$ cat src/rtl/intr_mask_pkg.sv
package intr_mask_pkg;
  localparam int LVL_W  = 6;
  localparam int STAT_W = LVL_W + 1;

  typedef struct packed {
    logic [LVL_W-1:0] lvl;
    logic             gie;
  } stat_t;
endpackage

$ cat src/rtl/intr_int_gate.sv
module intr_int_gate #(
  parameter int NUM_IRQ = 32
) (
  input  logic [NUM_IRQ-1:0] irq_lines,
  input  logic [NUM_IRQ-1:0] ien,
  output logic               int_hit
);
  logic [NUM_IRQ-1:0] masked;

  for (genvar i = 0; i < NUM_IRQ; i++) begin : g_line
    assign masked[i] = irq_lines[i] & ien[i];
  end

  assign int_hit = |masked;
endmodule

$ cat src/rtl/intr_lvl_cmp.sv
module intr_lvl_cmp #(
  parameter int LVL_W = 6
) (
  input  logic             ext_req,
  input  logic [LVL_W-1:0] ext_lvl,
  input  logic [LVL_W-1:0] cur_lvl,
  output logic             ext_hit
);
  assign ext_hit = ext_req && (ext_lvl > cur_lvl);
endmodule

$ cat src/rtl/intr_state_regs.sv
module intr_state_regs
  import intr_mask_pkg::*;
#(
  parameter int NUM_IRQ = 32,
  parameter int PC_W    = 32
) (
  input  logic               clk,
  input  logic               rst,
  input  logic               wr_en,
  input  logic               wr_sel,
  input  logic [NUM_IRQ-1:0] wr_data,
  input  logic               enter,
  input  logic               ret,
  input  logic               ext_take,
  input  logic [LVL_W-1:0]   ext_lvl,
  input  logic [PC_W-1:0]    pc_in,
  output logic [NUM_IRQ-1:0] ien_q,
  output stat_t              stat_q,
  output stat_t              estat_q,
  output logic [PC_W-1:0]    ea_q
);
  always_ff @(posedge clk) begin
    if (rst) begin
      ien_q   <= '0;
      stat_q  <= '0;
      estat_q <= '0;
      ea_q    <= '0;
    end else if (enter) begin
      estat_q    <= stat_q;
      ea_q       <= pc_in;
      stat_q.gie <= 1'b0;
      if (ext_take) stat_q.lvl <= ext_lvl;
    end else if (ret) begin
      stat_q <= estat_q;
    end else if (wr_en) begin
      if (wr_sel) stat_q <= stat_t'(wr_data[STAT_W-1:0]);
      else        ien_q  <= wr_data;
    end
  end
endmodule

$ cat src/rtl/intr_mask_unit.sv
module intr_mask_unit
  import intr_mask_pkg::*;
#(
  parameter int NUM_IRQ = 32,
  parameter int PC_W    = 32
) (
  input  logic               clk,
  input  logic               rst,
  input  logic [NUM_IRQ-1:0] irq_lines,
  input  logic               ext_req,
  input  logic [LVL_W-1:0]   ext_lvl,
  input  logic               wr_en,
  input  logic               wr_sel,
  input  logic [NUM_IRQ-1:0] wr_data,
  input  logic               exc_enter,
  input  logic [PC_W-1:0]    exc_pc,
  input  logic               exc_return,
  output logic               take_irq,
  output logic               resume_go,
  output logic [PC_W-1:0]    resume_pc,
  output logic [NUM_IRQ-1:0] ienable_o,
  output logic [STAT_W-1:0]  status_o,
  output logic [STAT_W-1:0]  estatus_o
);
  stat_t stat, estat;
  logic  int_hit, ext_hit, ext_take;

  intr_int_gate #(.NUM_IRQ(NUM_IRQ)) u_int_gate (
    .irq_lines (irq_lines),
    .ien       (ienable_o),
    .int_hit   (int_hit)
  );

  intr_lvl_cmp #(.LVL_W(LVL_W)) u_lvl_cmp (
    .ext_req (ext_req),
    .ext_lvl (ext_lvl),
    .cur_lvl (stat.lvl),
    .ext_hit (ext_hit)
  );

  assign ext_take = stat.gie & ext_hit;

  intr_state_regs #(.NUM_IRQ(NUM_IRQ), .PC_W(PC_W)) u_regs (
    .clk      (clk),
    .rst      (rst),
    .wr_en    (wr_en),
    .wr_sel   (wr_sel),
    .wr_data  (wr_data),
    .enter    (exc_enter),
    .ret      (exc_return),
    .ext_take (ext_take),
    .ext_lvl  (ext_lvl),
    .pc_in    (exc_pc),
    .ien_q    (ienable_o),
    .stat_q   (stat),
    .estat_q  (estat),
    .ea_q     (resume_pc)
  );

  assign take_irq  = stat.gie & (int_hit | ext_hit);
  assign resume_go = exc_return & ~exc_enter;
  assign status_o  = stat;
  assign estatus_o = estat;
endmodule

$ cat config.mk
export PLATFORM = sky130hd
export DESIGN_NAME = intr_mask_unit
export DESIGN_NICKNAME = d
export VERILOG_FILES = /design/src/rtl/intr_mask_pkg.sv /design/src/rtl/intr_int_gate.sv /design/src/rtl/intr_lvl_cmp.sv /design/src/rtl/intr_state_regs.sv /design/src/rtl/intr_mask_unit.sv
export SDC_FILE = /design/constraint.sdc
export NUM_CORES = 1
export LEC_CHECK = 0
export ABC_AREA = 1
export BUFFER_PORTS_ARGS = -buffer_cell sky130_fd_sc_hd__buf_2
export CORE_ASPECT_RATIO = 0.5
export CORE_MARGIN = 3
export CORE_UTILIZATION = 40
export DETAILED_ROUTE_END_ITERATION = 8
export PLACE_DENSITY_LB_ADDON = 0.05
export SYNTH_ARGS = -nofsm -noshare
export SYNTH_HDL_FRONTEND = slang
export SYNTH_HIERARCHICAL = 1
export SYNTH_SLANG_ARGS = --single-unit
export TNS_END_PERCENT = 10
$ cat constraint.sdc
create_clock -name clk -period 2.5 [get_ports clk]
set_clock_uncertainty 0.1 [all_clocks]
set_input_delay 0.5 -clock clk [delete_from_list [all_inputs] [get_ports clk]]
set_output_delay 0.5 -clock clk [all_outputs]
set_load 0.01 [all_outputs]
==> metrics.txt, run 1 <==
post-route ant nets 0; area taken by multi-input logic gates approximately 1600 µm²; power density of the placed cells ~640 nW/µm²; vias per std cell 4.65; Final Net Count between 700 and 800; number of sinks on the clock net 78; synthesized area per cell a little under 7 µm²; Pins Over Slew Limit 0; setup repair after global routing missed its margin false; total iterations of the first detailed-routing run 4; clock tree from TritonCTS built; share of the clock period used by the worst path 91.3%; status finished clean; worst slew margin relative to its limit 56.5%; basic-gate share of the synthesized area counting and, or, nand and nor cells between 30% and 40%; switch share 24.9%; clock edge transition at the registers on the reported setup and hold paths 0.06 ns; master cell of the clock root buffer sky130_fd_sc_hd__clkbuf_16; die height roughly 70 µm; category of the critical setup timing path reg -> out; Setup Total Neg Slack 0 ns; fraction of the yosys area taken by sequential cells between 40% and 50%; Hold Buf Count CTS 0; share of the synthesized netlist area taken by xor and xnor gates 0%; number of endpoints with negative hold slack in the final report 0; element type at the critical path start flop; Diodes inserted 0; Final Util approximately 57%; global-route wire length before repair roughly 17,000 µm; endpoint type of the worst setup path primary output; layout-stage area growth over the synthesis result 35.1%; minimum period implied by the final worst setup slack 2.28 ns; Leakage between 2 and 2.5 nW; share of the synthesized area in the top cell type roughly 45%; number of buffer cells added on primary ports 188; leading cell type in the layout, fill and taps excluded sky130_fd_sc_hd__buf_2; top cells by area in the synthesized netlist sky130_fd_sc_hd__dfxtp_1 (45%), sky130_fd_sc_hd__nand2_1 (15%), sky130_fd_sc_hd__nor2_1 (9.8%), sky130_fd_sc_hd__nand3_1 (5.7%), sky130_fd_sc_hd__a21oi_1 (5.6%); max capacitance violation total 0; maximum buffer depth of the clock tree 2; half-perimeter wire length of the detailed placement result ~7400 µm; Comb pwr share between 10% and 20%; cell type contributing the most total cell area after synthesis sky130_fd_sc_hd__dfxtp_1; die width about 140 µm; cells on worst reg2reg path 16; total via count in the routed design between 3,000 and 4,000; data arrival at the endpoint of the critical path between 1.5 and 2 ns; required time of the critical path around 1.9 ns; number of top-level pins about 190; gr usage total 20.3%; worst min-delay path class in -> reg; Skew-Pair Late Insertion Delay roughly 0.32 ns; via count of the first global-routing pass approximately 3,400; maximum clock frequency between 400 and 500 MHz; actual transition at the worst max-transition pin about 0.65 ns; library cells used by synthesis 22; average detailed-routed wire length per instance between 10 and 15 µm; Sequential Power Share between 40 and 50%; final global-route overflow total 0; worst hold stages 3; clock buffers created by TritonCTS 9; summed instance area of the synthesized netlist about 3500 µm²; mux cell area share after synthesis 0%; detailed router's first-iteration violation count roughly 150; Initial Utilization a little over two fifths; area fraction in compound gates after synthesis a little under an eighth; final wirelength 10,300 µm; Post-Syn Nets 620; die outline area ~10000 µm²; cell count after synthesis 505; ratio of cells with drive above 1 in the final layout between 30 and 40%; antenna violations before repair 0; area taken by flip-flops and latches ~1600 µm²; number of flip-flops and latches in the synthesized netlist 78; Internal Power around 0.0023 W; main combinational cell family by area after synthesis simple AND/OR/NAND/NOR gates; CTS H-Tree Depth 3; total core area slightly above 8000 µm²; share of power burned in the clock network approximately 42%; final count of negative-setup-slack endpoints 0; peak fanout along the critical path 3; number of warnings reported in the yosys synthesis log 6; share of synthesized cell area in full adder, half adder and majority cells between 2 and 2.5%; GPL Wtd Cong 0.829; largest net degree at the start of global routing 46; maximum vdd ir drop 0.000449 V; number of rows created at floorplan 23; most frequent cells in the layout sky130_fd_sc_hd__buf_2 (188), sky130_fd_sc_hd__nand2_1 (139), sky130_fd_sc_hd__nor2_1 (91), sky130_fd_sc_hd__dfxtp_1 (76), sky130_fd_sc_hd__nand3_1 (40); total DRC errors in the routed layout 0; layout filler cell count between 800 and 900; reported net switching power roughly 0.00076 W
through the flow:
step | instance area, µm² | hold slack [ns] | worst slack, ns | total power (W) | std cells
final | 4720 | 0.295 | 0.217 | 0.00304 | 796
after global routing | 4720 | 0.290 | 0.0218 | 0.00319 | 796
after global placement | 4430 | 0.365 | 0.327 | 0.00180 | 781
after detailed placement | 4430 | 0.370 | 0.296 | 0.00180 | 781
after CTS | 4720 | 0.286 | 0.142 | 0.00308 | 796
after floorplan | 3490 | 0.395 | 0.591 | 0.00161 | 505
worst max-delay path: stages, from the launching register on:
cell                       delay [ns]
sky130_fd_sc_hd__dfxtp_2         0.34
sky130_fd_sc_hd__inv_1           0.05
sky130_fd_sc_hd__ha_1            0.28
sky130_fd_sc_hd__nand2_1         0.08
sky130_fd_sc_hd__nor2_2          0.13
sky130_fd_sc_hd__nand2_1         0.07
sky130_fd_sc_hd__clkinv_1        0.04
sky130_fd_sc_hd__nor2_1          0.03
sky130_fd_sc_hd__nor2_2          0.09
sky130_fd_sc_hd__nand2_1         0.07
sky130_fd_sc_hd__nand2_1         0.06
sky130_fd_sc_hd__buf_2           0.13
repair_timing:
action,4_1_cts,5_1_grt
setup buffers,0,0
endpoints found under the setup margin,0,1
resized for setup,0,2
cells in the mapped netlist:
master and number:
sky130_fd_sc_hd__a21oi_1 39, sky130_fd_sc_hd__buf_2 9, sky130_fd_sc_hd__buf_4 5, sky130_fd_sc_hd__buf_6 6
sky130_fd_sc_hd__clkbuf_1 8, sky130_fd_sc_hd__clkbuf_2 1, sky130_fd_sc_hd__clkinv_1 1, sky130_fd_sc_hd__dfxtp_1 78
sky130_fd_sc_hd__ha_1 6, sky130_fd_sc_hd__inv_1 32, sky130_fd_sc_hd__inv_2 2, sky130_fd_sc_hd__inv_6 1
sky130_fd_sc_hd__nand2_1 139, sky130_fd_sc_hd__nand2_2 2, sky130_fd_sc_hd__nand3_1 40, sky130_fd_sc_hd__nand3_2 1
sky130_fd_sc_hd__nor2_1 91, sky130_fd_sc_hd__nor2_2 2, sky130_fd_sc_hd__nor2_4 1, sky130_fd_sc_hd__nor2_8 1
sky130_fd_sc_hd__o211a_1 1, sky130_fd_sc_hd__o21ai_0 39
layer usage:
| metal | up-vias | track usage (%) | part of all wire, % |
|---|---|---|---|
| met5 | - | 0 | 0 |
| met4 | 0 | 4.27 | 0.71 |
| met3 | 8 | 7.64 | 8.3 |
| met2 | 111 | 32.9 | 45 |
| met1 | 1643 | 26.2 | 46 |
| li1 | 1942 | - | - |
layout make-up:
| class | instances | share of cell area (%) |
|---|---|---|
| Sequential cell | 78 | 33.1 |
| Tap cell | 112 | 2.97 |
| Timing Repair Buffer | 193 | 20.7 |
| Clock buffer | 11 | 5.14 |
| Multi-Input combinational cell | 362 | 34.0 |
| Clock inverter | 4 | 1.01 |
| Inverter | 36 | 2.97 |
kinds of logic after synthesis:
group | count (synthesis)
AOI/OAI and AO/OA | 79
buffers and inverters | 65
and+or+nand+nor | 277
DFF | 78
adders and majority gates | 6
registers in the layout (all words and copies together) (netlist names):
| name | cells |
|---|---|
| u_regs/ien_q | 32 |
| u_regs/estat_q | 7 |
| u_regs/ea_q | 32 |
| u_regs/stat_q | 7 |
power groups by stage:
stage | registers (W) | clock network (W) | logic, W
4_1_cts | 0.00135 | 0.00130 | 0.000434
6_report | 0.00135 | 0.00126 | 0.000429
3_3_place_gp | 0.00137 | 0 | 0.000428
5_1_grt | 0.00135 | 0.00135 | 0.000490
3_5_place_dp | 0.00137 | 0 | 0.000432
2_1_floorplan | 0.00140 | 0 | 0.000216
final timing paths:
path                          from               end  slack (ns)
setup reg to reg  u_regs/stat_q[6]  u_regs/stat_q[6]        0.59
setup / recovery  u_regs/stat_q[6]          take_irq        0.22
hold / removal          exc_pc[19]   u_regs/ea_q[19]        0.29
hold reg to reg   u_regs/ien_q[28]  u_regs/ien_q[28]        0.38
Power figures use the tool's default switching activity.
==> run 2, diff against run 1 <==
--- a/config.mk
+++ b/config.mk
@@ -9,8 +9,9 @@
 export BUFFER_PORTS_ARGS = -buffer_cell sky130_fd_sc_hd__buf_2
 export CORE_ASPECT_RATIO = 0.5
 export CORE_MARGIN = 3
-export CORE_UTILIZATION = 40
+export CORE_UTILIZATION = 48
 export DETAILED_ROUTE_END_ITERATION = 8
+export HOLD_SLACK_MARGIN = 0.15
 export PLACE_DENSITY_LB_ADDON = 0.05
 export SYNTH_ARGS = -nofsm -noshare
 export SYNTH_HDL_FRONTEND = slang
==> run 2 against run 1 <==
  * Via count rose by 1.5%
  * Critical path depth did not move
  * Clock power rose by 17%
  * First-iteration DRC count rose by 61%
  * Total power rose by 6.9%
  * Register-to-register slack barely moved
  * Sequential share of layout area fell by 0.20 points
  * Worst setup slack got worse by 0.014 ns
  * Highest routed layer unchanged
==> metrics.txt, run 2 (synthesis results as in run 1) <==
cells on worst reg2reg path 16; total DRC errors in the routed layout 0; peak fanout along the critical path 3; number of rows created at floorplan 21; layout filler cell count ~630; registers with the most flip-flops u_regs/ea_q (32), u_regs/ien_q (32); vias per std cell roughly 4.8; worst hold stages 3; maximum vdd ir drop between 0.0005 and 0.0006 V; average detailed-routed wire length per instance about 13 µm; die outline area ~8400 µm²; highest routing layer actually used met4; Post-CTS Repair Setup Buffers 0; setup repair after global routing missed its margin false; post-route ant nets 0; detailed router's first-iteration violation count between 200 and 250; die width about 130 µm; layout-stage area growth over the synthesis result 35.7%; number of endpoints with negative hold slack in the final report 0; max capacitance violation total 0; clock buffers created by TritonCTS 9; share of the clock period used by the worst path around nine tenths; category of the critical setup timing path reg -> out; Hold Buf Count CTS 0; final wirelength approximately 10000 µm; worst setup path endpoint take_irq; ratio of cells with drive above 1 in the final layout 31.8%; die height ~66 µm; data arrival at the endpoint of the critical path roughly 1.7 ns; final global-route overflow total 0; power density of the placed cells just under 700 nW/µm²; Skew-Pair Late Insertion Delay approximately 0.34 ns; Pins Over Slew Limit 0; register-to-register setup slack around 0.58 ns; Hold WS between 0.2 and 0.3 ns; worst min-delay path class in -> reg; total via count in the routed design ~3,800; number of sinks on the clock net 78; Post-CTS Resized 0; metal2 WL about 4600 µm; Initial Utilization 50.9%; endpoint type of the worst setup path primary output; Crit Reg-Reg Endpoint u_regs/stat_q[4]; minimum period implied by the final worst setup slack 2.30 ns; most frequent cells in the layout sky130_fd_sc_hd__buf_2 (188), sky130_fd_sc_hd__nand2_1 (139), sky130_fd_sc_hd__nor2_1 (91), sky130_fd_sc_hd__dfxtp_1 (78), sky130_fd_sc_hd__nand3_1 (40); worst reg2reg startpoint u_regs/stat_q[5]; Setup Total Neg Slack 0 ns; final count of negative-setup-slack endpoints 0; worst slew margin relative to its limit a little under 60%; status finished clean; non-filler instance count after layout about 780; routed length on met3 about 1000 µm; element type at the critical path start flop; Leakage 2.52 nW; number of top-level pins 189; global-route wire length before repair 16,000 µm; via count of the first global-routing pass between 3,000 and 4,000; total iterations of the first detailed-routing run 4; number of buffer cells added on primary ports 188; Diodes inserted 0; master cell of the clock root buffer sky130_fd_sc_hd__clkbuf_16; half-perimeter wire length of the detailed placement result between 7000 and 8000 µm; CTS H-Tree Depth 3; actual transition at the worst max-transition pin about 0.63 ns; Met1 Routed Length ~4300 µm; largest net degree at the start of global routing between 40 and 50; leading cell type in the layout, fill and taps excluded sky130_fd_sc_hd__buf_2; total power draw ~0.0032 W; clock tree from TritonCTS built; clock edge transition at the registers on the reported setup and hold paths approximately 0.06 ns; worst setup path startpoint u_regs/stat_q[5]; gr usage total 24.0%; Final Net Count about 800; antenna violations before repair 0; cell area after layout 4740 µm²; maximum buffer depth of the clock tree 2; maximum clock frequency ~440 MHz; post-placement cell area 4400 µm²; GPL Wtd Cong between 0.8 and 0.9; required time of the critical path about 1.9 ns; Placed Instances ~760; total core area around 6900 µm²
## run 2: cell types whose count changed in the layout (fill, tap and decap cells not counted), sizes merged
cell	change
bufinv	+2
clkbuf	-1
clkinv	-1
clkinvlp	+1
## run 2: final cells by class
class | instances | area, µm² | share of cell area (%)
Sequential cell | 78 | 1560 | 32.9
Tap cell | 92 | 115 | 2.43
Clock buffer | 10 | 229 | 4.83
Multi-Input combinational cell | 362 | 1610 | 33.9
Inverter | 36 | 140 | 2.96
Timing Repair Buffer | 193 | 978 | 20.6
Clock inverter | 6 | 110 | 2.32
## run 2: stage by stage
step	setup slack (ns)	util [%]
floorplan	0.591	-
global placement	0.335	64.2
detailed placement	0.322	64.2
CTS	0.174	69.1
global route	0.0458	69.1
finish	0.204	69.1
## run 2: worst max-delay path, cell delays in order, from the launching register on
cell and delay, ns:
sky130_fd_sc_hd__dfxtp_1 0.36, sky130_fd_sc_hd__inv_1 0.06, sky130_fd_sc_hd__ha_1 0.27, sky130_fd_sc_hd__nand2_1 0.07, sky130_fd_sc_hd__nor2_2 0.13, sky130_fd_sc_hd__nand2_1 0.06
sky130_fd_sc_hd__clkinv_1 0.04, sky130_fd_sc_hd__nor2_1 0.03, sky130_fd_sc_hd__nor2_2 0.08, sky130_fd_sc_hd__nand2_1 0.07, sky130_fd_sc_hd__nand2_1 0.06, sky130_fd_sc_hd__buf_2 0.13
## run 2: power breakdown
group          internal, W  total, W  switching (W)
clock network     0.000973   0.00147       0.000499
registers          0.00131   0.00135      0.0000378
logic             0.000181  0.000428       0.000247
## run 2: worst min-delay path by stage
stage,start,end
2_1_floorplan,u_regs/ien_q[0],u_regs/ien_q[0]
3_3_place_gp,u_regs/ien_q[19],u_regs/ien_q[19]
3_5_place_dp,u_regs/ien_q[10],u_regs/ien_q[10]
4_1_cts,exc_pc[22],u_regs/ea_q[22]
5_1_grt,exc_pc[7],u_regs/ea_q[7]
6_report,exc_pc[6],u_regs/ea_q[6]
## run 2: routing by layer
layer | vias to the layer above | global-route usage (%)
li1 | 1943 | -
met1 | 1672 | 29.4
met2 | 132 | 39.1
met3 | 13 | 8.71
met4 | 0 | 8.82
met5 | - | 0
